===== config.mk =====
export PLATFORM = sky130hd
export DESIGN_NAME = trig_outport
export DESIGN_NICKNAME = d
export VERILOG_FILES = /design/src/rtl/rto_pkg.sv /design/src/rtl/rto_regs.sv /design/src/rtl/rto_trigger.sv /design/src/rtl/rto_outlatch.sv /design/src/rtl/trig_outport.sv
export SDC_FILE = /design/constraint.sdc
export NUM_CORES = 1
export LEC_CHECK = 0
export CAP_MARGIN = 20
export CORE_MARGIN = 5
export CORE_UTILIZATION = 48
export DETAILED_ROUTE_END_ITERATION = 7
export GPL_ROUTABILITY_DRIVEN = 0
export PLACE_DENSITY = 0.78
export SYNTH_ARGS = -nofsm -noshare
export SYNTH_HDL_FRONTEND = slang
export SYNTH_SLANG_ARGS = --single-unit

===== constraint.sdc =====
create_clock -name clk -period 1.4 [get_ports clk]
set_clock_uncertainty 0.05 [all_clocks]
set_input_delay 0.28 -clock clk [delete_from_list [all_inputs] [get_ports clk]]
set_output_delay 0.28 -clock clk [all_outputs]
set_load 0.005 [all_outputs]

===== src/rtl/rto_pkg.sv =====
package rto_pkg;
  typedef enum logic [1:0] {
    REG_BUFLO = 2'd0,
    REG_BUFHI = 2'd1,
    REG_SEL   = 2'd2,
    REG_CTRL  = 2'd3
  } reg_addr_e;

  typedef struct packed {
    logic oe;
    logic ext_sel;
    logic split;
    logic edge_fall;
  } ctrl_t;

  localparam int CFG_EDGE_BIT  = 0;
  localparam int CFG_SPLIT_BIT = 1;
  localparam int CFG_EXT_BIT   = 2;
endpackage


===== src/rtl/rto_regs.sv =====
module rto_regs
  import rto_pkg::*;
#(
  parameter int LO_W = 4,
  parameter int HI_W = 2,
  parameter int DW   = 8
) (
  input  logic                 clk,
  input  logic                 rst_n,
  input  logic                 wr_en,
  input  logic [1:0]           addr,
  input  logic [DW-1:0]        wr_data,
  output logic [DW-1:0]        rd_data,
  output logic [LO_W-1:0]      buf_lo,
  output logic [HI_W-1:0]      buf_hi,
  output logic [LO_W+HI_W-1:0] sel,
  output ctrl_t                ctrl,
  output logic                 pend_any
);
  localparam int OUT_W  = LO_W + HI_W;
  localparam int OE_BIT = DW - 1;

  logic [LO_W-1:0]  lo_q, lo_d;
  logic [HI_W-1:0]  hi_q, hi_d;
  logic [OUT_W-1:0] sel_q, sel_d;
  ctrl_t            ctrl_q, ctrl_d;
  logic             pend_lo_q, pend_lo_d;
  logic             pend_hi_q, pend_hi_d;
  logic             unused_wdata;

  assign unused_wdata = ^wr_data;

  always_comb begin
    lo_d      = lo_q;
    hi_d      = hi_q;
    sel_d     = sel_q;
    ctrl_d    = ctrl_q;
    pend_lo_d = pend_lo_q;
    pend_hi_d = pend_hi_q;
    if (wr_en) begin
      case (reg_addr_e'(addr))
        REG_BUFLO: begin
          lo_d      = wr_data[LO_W-1:0];
          pend_lo_d = 1'b0;
        end
        REG_BUFHI: begin
          hi_d      = wr_data[HI_W-1:0];
          pend_hi_d = 1'b0;
        end
        REG_SEL: sel_d = wr_data[OUT_W-1:0];
        REG_CTRL: begin
          ctrl_d.oe = wr_data[OE_BIT];
          if (!ctrl_q.oe) begin
            ctrl_d.ext_sel   = wr_data[CFG_EXT_BIT];
            ctrl_d.split     = wr_data[CFG_SPLIT_BIT];
            ctrl_d.edge_fall = wr_data[CFG_EDGE_BIT];
          end
        end
        default: ;
      endcase
    end
    if (ctrl_q.oe && !ctrl_d.oe) begin
      pend_lo_d = 1'b1;
      pend_hi_d = 1'b1;
    end
  end

  always_ff @(posedge clk or negedge rst_n) begin
    if (!rst_n) begin
      lo_q      <= '0;
      hi_q      <= '0;
      sel_q     <= '0;
      ctrl_q    <= '0;
      pend_lo_q <= 1'b0;
      pend_hi_q <= 1'b0;
    end else begin
      lo_q      <= lo_d;
      hi_q      <= hi_d;
      sel_q     <= sel_d;
      ctrl_q    <= ctrl_d;
      pend_lo_q <= pend_lo_d;
      pend_hi_q <= pend_hi_d;
    end
  end

  always_comb begin
    rd_data = '0;
    case (reg_addr_e'(addr))
      REG_BUFLO: rd_data[LO_W-1:0]  = lo_q;
      REG_BUFHI: rd_data[HI_W-1:0]  = hi_q;
      REG_SEL:   rd_data[OUT_W-1:0] = sel_q;
      REG_CTRL: begin
        rd_data[OE_BIT]        = ctrl_q.oe;
        rd_data[CFG_EXT_BIT]   = ctrl_q.ext_sel;
        rd_data[CFG_SPLIT_BIT] = ctrl_q.split;
        rd_data[CFG_EDGE_BIT]  = ctrl_q.edge_fall;
      end
      default: ;
    endcase
  end

  assign buf_lo   = lo_q;
  assign buf_hi   = hi_q;
  assign sel      = sel_q;
  assign ctrl     = ctrl_q;
  assign pend_any = pend_lo_q | pend_hi_q;
endmodule


===== src/rtl/rto_trigger.sv =====
module rto_trigger (
  input  logic clk,
  input  logic rst_n,
  input  logic trig_a,
  input  logic trig_b,
  input  logic ext_trig,
  input  logic ext_sel,
  input  logic split,
  input  logic edge_fall,
  output logic load_lo,
  output logic load_hi
);
  logic ext_q, ext_d;
  logic rise, fall, ext_evt;

  assign ext_d = ext_trig;

  always_ff @(posedge clk or negedge rst_n) begin
    if (!rst_n) ext_q <= 1'b0;
    else        ext_q <= ext_d;
  end

  assign rise    = ext_trig & ~ext_q;
  assign fall    = ~ext_trig & ext_q;
  assign ext_evt = edge_fall ? fall : rise;

  always_comb begin
    if (ext_sel) begin
      load_lo = ext_evt;
      load_hi = ext_evt;
    end else if (split) begin
      load_lo = trig_a;
      load_hi = trig_b;
    end else begin
      load_lo = trig_a;
      load_hi = trig_a;
    end
  end
endmodule


===== src/rtl/rto_outlatch.sv =====
module rto_outlatch #(
  parameter int LO_W = 4,
  parameter int HI_W = 2
) (
  input  logic                 clk,
  input  logic                 rst_n,
  input  logic                 load_lo,
  input  logic                 load_hi,
  input  logic [LO_W-1:0]      buf_lo,
  input  logic [HI_W-1:0]      buf_hi,
  input  logic [LO_W+HI_W-1:0] sel,
  input  logic                 oe,
  input  logic                 pend_any,
  output logic [LO_W+HI_W-1:0] latch,
  output logic [LO_W+HI_W-1:0] pins
);
  localparam int OUT_W = LO_W + HI_W;

  logic [LO_W-1:0] lat_lo_q, lat_lo_d;
  logic [HI_W-1:0] lat_hi_q, lat_hi_d;
  logic            drive;

  always_comb begin
    lat_lo_d = load_lo ? buf_lo : lat_lo_q;
    lat_hi_d = load_hi ? buf_hi : lat_hi_q;
  end

  always_ff @(posedge clk or negedge rst_n) begin
    if (!rst_n) begin
      lat_lo_q <= '0;
      lat_hi_q <= '0;
    end else begin
      lat_lo_q <= lat_lo_d;
      lat_hi_q <= lat_hi_d;
    end
  end

  assign latch = {lat_hi_q, lat_lo_q};
  assign drive = oe & ~pend_any;

  for (genvar i = 0; i < OUT_W; i++) begin : g_pin
    assign pins[i] = drive & sel[i] & latch[i];
  end
endmodule


===== src/rtl/trig_outport.sv =====
module trig_outport
  import rto_pkg::*;
#(
  parameter int LO_W = 4,
  parameter int HI_W = 2,
  parameter int DW   = 8
) (
  input  logic                 clk,
  input  logic                 rst_n,
  input  logic                 wr_en,
  input  logic [1:0]           addr,
  input  logic [DW-1:0]        wr_data,
  output logic [DW-1:0]        rd_data,
  input  logic                 trig_a,
  input  logic                 trig_b,
  input  logic                 ext_trig,
  output logic [LO_W+HI_W-1:0] pins
);
  localparam int OUT_W = LO_W + HI_W;

  logic [1:0]       rst_pipe;
  logic             rst_sync;
  logic [LO_W-1:0]  buf_lo;
  logic [HI_W-1:0]  buf_hi;
  logic [OUT_W-1:0] sel;
  ctrl_t            ctrl;
  logic             pend_any;
  logic             load_lo, load_hi;
  logic [OUT_W-1:0] latch;

  always_ff @(posedge clk or negedge rst_n) begin
    if (!rst_n) rst_pipe <= 2'b00;
    else        rst_pipe <= {rst_pipe[0], 1'b1};
  end
  assign rst_sync = rst_pipe[1];

  rto_regs #(.LO_W(LO_W), .HI_W(HI_W), .DW(DW)) u_regs (
    .clk      (clk),
    .rst_n    (rst_sync),
    .wr_en    (wr_en),
    .addr     (addr),
    .wr_data  (wr_data),
    .rd_data  (rd_data),
    .buf_lo   (buf_lo),
    .buf_hi   (buf_hi),
    .sel      (sel),
    .ctrl     (ctrl),
    .pend_any (pend_any)
  );

  rto_trigger u_trig (
    .clk       (clk),
    .rst_n     (rst_sync),
    .trig_a    (trig_a),
    .trig_b    (trig_b),
    .ext_trig  (ext_trig),
    .ext_sel   (ctrl.ext_sel),
    .split     (ctrl.split),
    .edge_fall (ctrl.edge_fall),
    .load_lo   (load_lo),
    .load_hi   (load_hi)
  );

  rto_outlatch #(.LO_W(LO_W), .HI_W(HI_W)) u_out (
    .clk      (clk),
    .rst_n    (rst_sync),
    .load_lo  (load_lo),
    .load_hi  (load_hi),
    .buf_lo   (buf_lo),
    .buf_hi   (buf_hi),
    .sel      (sel),
    .oe       (ctrl.oe),
    .pend_any (pend_any),
    .latch    (latch),
    .pins     (pins)
  );
endmodule


## After elaboration in Yosys (flattened, before gate mapping)

Index checks and enable logic that the tools add are counted.

- Register bits after elaboration: 27
- Output and inout bits: 14
- Bits of input ports: 16
- Word-level logic and storage cells: 66

- Bitwise gates (word level): 20
- Mux-type cells: 18
- Equal/unequal tests: 3
- Reduce and logical (&&, ||, !) cells: 12

Operators with widths:

| kind | number |
|---|---|
| 1-bit AND | 15 |
| 1-bit two-way mux | 11 |
| 2-bit AND reduction | 5 |
| 4-bit two-way mux | 2 |
| 2-bit one-hot mux with 4 select lines | 1 |
| 2-bit nonzero test | 3 |
| 2-bit equality test, second input constant | 2 |
| 1-bit inverter | 4 |
| 3-bit two-way mux | 1 |
| 1-bit one-hot mux with 3 select lines | 1 |
| 3-bit AND reduction | 1 |
| 2-bit by 1-bit equality test with 1-bit output, second input constant | 1 |
| 2-bit logical NOT | 1 |
| 2-bit two-way mux | 1 |
| 1-bit one-hot mux with 2 select lines | 1 |
| 1-bit logical AND | 1 |
| 1-bit logical NOT | 1 |
| 1-bit OR | 1 |

## Logic depth before layout (Yosys ltp)

- Word-level depth: 7
- Depth in mapped cells: 5
- Mapped depth without buffers: 4

## Cells and area by module

From an unflattened synthesis, not the netlist that was laid out.

- Cell total of the unflattened synthesis: 90
- Area total of the unflattened synthesis: 1263.7 um^2

By module, submodules not included:

| module | cells each | area each (um^2) | sequential area each (um^2) | times used |
|---|---|---|---|---|
| rto_regs | 62 | 854.6 | 450.4 | 1 |
| rto_outlatch | 18 | 277.8 | 150.1 | 1 |
| rto_trigger | 7 | 77.6 | 25.0 | 1 |
| trig_outport | 3 | 53.8 | 50.0 | 1 |

## Least setup slack after synthesis

Ideal clock, no wire load.

- Path kind: reg-to-reg
- From: register u_trig.ext_q
- To: register u_out.lat_lo_q[0]
- Period minus slack after synthesis: 1394 ps
- Path slack: 6 ps
- Cell stages (with the launch flop): 5
- Library setup time: 125 ps
- Data arrival time: 1220 ps
- Data required time: 1225 ps
- Buffers on the path: 0
- Cell sequence: dfrtp_1 > nand2b_1 > o221ai_1 > o21a_1 > mux2_2

- Word-level cells in the longest chain between the ends: 4
- Elaborated cells on any way between the ends: 5
- Classes of those cells: 2 x mux; 3 x bitwise

RTL lines:

| element | RTL line | RTL |
|---|---|---|
| start, declared | rto_trigger.sv:13 | `logic ext_q, ext_d;` |
| start signal, assigned | rto_trigger.sv:20 | `else ext_q <= ext_d;` |
| 1-bit inverter | rto_trigger.sv:23 | `assign rise = ext_trig & ~ext_q;` |
| 1-bit AND | rto_trigger.sv:23 |  |
| 1-bit two-way mux * | rto_trigger.sv:25 | `assign ext_evt = edge_fall ? fall : rise;` |
| 1-bit two-way mux * | rto_trigger.sv:28 | `if (ext_sel) begin` |
| end signal, assigned | rto_outlatch.sv:33 | `lat_lo_q <= lat_lo_d;` |
| end, declared | rto_outlatch.sv:19 | `logic [LO_W-1:0] lat_lo_q, lat_lo_d;` |

Every way passes the cells marked *; elsewhere a longest branch is shown, timed or not.
A chain may end at the register's enable or synchronous reset.

## Worst setup path in the final report

- From: register u_regs.pend_lo_q
- To: output port pins[0]

- Word-level cells in the longest chain between the ends: 5

RTL lines:

| element | RTL line | RTL |
|---|---|---|
| start, declared | rto_regs.sv:27 | `logic pend_lo_q, pend_lo_d;` |
| start signal, assigned | rto_regs.sv:81 | `pend_lo_q <= pend_lo_d;` |
| 1-bit OR | rto_regs.sv:106 | `assign pend_any = pend_lo_q \| pend_hi_q;` |
| 1-bit inverter | rto_outlatch.sv:39 | `assign drive = oe & ~pend_any;` |
| 1-bit AND | rto_outlatch.sv:39 |  |
| 1-bit AND (2 in a row) | rto_outlatch.sv:42 | `assign pins[i] = drive & sel[i] & latch[i];` |
| end, declared | trig_outport.sv:17 | `output logic [LO_W+HI_W-1:0] pins` |

Every way passes these cells.

==> metrics <==
leading area contributor after synthesis dfrtp_1; switching power total 669 µW; PD cells 1200 nW/µm²; CTS buffer count 3; # IOs 30; nets 171; Max Clk Rate 560 MHz; initial core utilization 50.1%; failing checks setup timing; power share of the clock group 15.3%; synth unique cells 26; Setup WS pre-CTS -802 ps; H-tree levels 1; Netlist Area Pre-Place 1240 µm²; EDFF count, synth 0; fin cells 184; CP Max Fanout 5; CP arrival 1460 ps; RR Endpoint u_out.lat_hi_q[1]; Slew Limit Fails 0; post-synthesis average cell area 13.6 µm²; logic gate share of total power 37.2%; average wire per standard cell 17.7 µm; remaining global-route overflow 0; CP peak stage delay 420 ps; RSZ-0062 raised after global routing true; drt initial violations 15; Max IR drop VDD 1030 µV; TritonCTS clock tree built; largest delay contributor family on the critical path flip-flops; vias in the first global route 1065; CP endpoint kind output pin; Buf/Inv on CP 3; Final Hold Fails 0; final hold slack 34.9 ps; cts hold-fix bufs 0; r2r startpoint u_regs.ctrl[1]; Detailed Place HPWL 2210 µm; Synth top area share 54.4%; area post-placement 1690 µm²; Routed WL 3260 µm; CP Cell Sequence nor3b_2 > buf_4 > buf_6 > and3_4 > buf_6; r2r setup slk -100 ps; DRC 0; die area 3700 µm²; Top FF cell, synth dfrtp_1; CP most frequent cell buf_6; total power 2320 µW; setup violators final 15; Period minus WS final 1790 ps; Max Cap Violations 0; reg2reg path depth 4; Vias/cell 5.30; CORE AREA 2480 µm²; post-synthesis instance total 91; row cnt 18; P_leak 0.000909 µW; clock slew at reported path FFs 150 ps; Synth Net Count 107; P&R area growth vs syn 55.3%; ANT cells 0; largest cells by area after synthesis dfrtp_1 (54%), mux2_2 (17%), mux2_4 (4.8%), mux4_2 (3.6%), and3_1 (3.5%); outcome finished with violations; initial antenna violation count 0; Startpoint Class flip-flop; Clock Root Buffer clkbuf_4; final period utilization 128%; fin area 1930 µm²; placed cell count 165; register area share after synthesis 54.4%; YS warnings 0; Hold Crit Class input pin to asynchronous set/reset pin; final antenna-violating net count 0; Cell Int Power 1650 µW; Sw Ratio 28.8%; Clk Latency, worst-skew pair 330 ps; via count 976; total global-route track usage 19.3%; #FFs+latches synth 27; I/O Buffers 27; Max clock buf depth 2; die height 60.9 µm; die width 60.9 µm; Clock Sinks 27; WP data required 1070 ps; slowest cell on the critical path dfrtp_1; first-pass GRT wire length 5120 µm; drt pass-1 iters 4; Seq pwr share 47.5%; final setup margin -386 ps; share of cells above drive strength 1 62.3%; CP Class flip-flop to output pin; ys async rst share 100%; pin count of the biggest net entering global routing 18
[power groups by stage]
stage / sequential [µW] / combinational (µW) / clock (µW)
5_1_grt: 1130 / 924 / 393
6_report: 1100 / 864 / 354
2_1_floorplan: 1080 / 335 / 0
4_1_cts: 1100 / 760 / 356
3_3_place_gp: 1090 / 640 / 0
3_5_place_dp: 1100 / 675 / 0
[synth_stat cells (3+ instances only)]
cell type / count
dfrtp_1: 27
mux2_2: 19
and3_1: 7
mux2_4: 4
buf_4: 3
nand2_1: 3
[state kept, by name (all words and copies together), names as in the netlist]
| name | flops |
|---|---|
| u_regs.buf_hi | 2 |
| u_out.lat_hi_q | 2 |
| u_regs.pend_lo_q | 1 |
| u_regs.ctrl | 4 |
| rst_pipe | 2 |
| u_regs.pend_hi_q | 1 |
| u_out.lat_lo_q | 4 |
| u_regs.buf_lo | 4 |
| u_regs.sel | 6 |
| u_trig.ext_q | 1 |
[kinds of logic after synthesis]
| group | synth area share (%) |
|---|---|
| compound gates | 4.54 |
| buf+inv | 2.12 |
| flops | 54.4 |
| mux | 27.3 |
| other cells | 0.605 |
| simple gates | 11.0 |
[metrics by stage]
stage                     TNS (ps)  util, %
final                        -3180     77.8
after CTS                    -3180     74.3
after global placement      -17600     68.2
after global routing         -4150     77.8
after detailed placement    -17960     68.2
after floorplan                  0        -
[worst max-delay path by stage]
| stage | slack [ps] | startpoint | endpoint | cells after the start |
|---|---|---|---|---|
| after floorplan | 6 | u_trig.ext_q | u_out.lat_lo_q[0] | 4 |
| after global placement | -780 | addr[0] | rd_data[0] | 3 |
| after detailed placement | -800 | addr[0] | rd_data[0] | 3 |
| after CTS | -370 | u_regs.pend_lo_q | pins[3] | 5 |
| after global routing | -480 | u_regs.pend_hi_q | pins[1] | 5 |
| final | -390 | u_regs.pend_lo_q | pins[0] | 5 |
[layout by cell type (no fill, tap or decap), types with 2 or more instances in the layout]
cell	instances
mux2i_1	2
nand2_1	3
mux4_2	2
buf_6	14
nand3_1	2
buf_4	27
clkdlybuf4s50_1	11
dfrtp_1	27
clkbuf_4	3
mux2_2	14
nor2_1	2
buf_2	6
mux2_4	9
and3_4	6
conb_1	2
[layout make-up]
class                           instances  area, µm²
Sequential cell                        27        676
Multi-Input combinational cell         60        633
Fill cell                             163        549
Timing Repair Buffer                   62        546
Tap cell                               30       37.5
Clock buffer                            3       22.5
Clock inverter                          1       7.51
Inverter                                1       6.26
[layer usage]
layer / global-route usage, % / vias up / wire length, µm
li1: - / 450 / -
met1: 25.2 / 492 / 1380
met2: 31.3 / 26 / 1660
met3: 3.62 / 8 / 146
met4: 8.67 / 0 / 74
met5: 0 / - / 0
[repair_timing]
action / 4_1_cts / 5_1_grt
pin swaps: 12 / 6
gates resized for setup: 85 / 10
setup endpoints to repair: 34 / 19
hold endpoints to repair: 0 / 0
setup buffers: 8 / 9
Note: power is estimated with default switching activity, not from simulation.
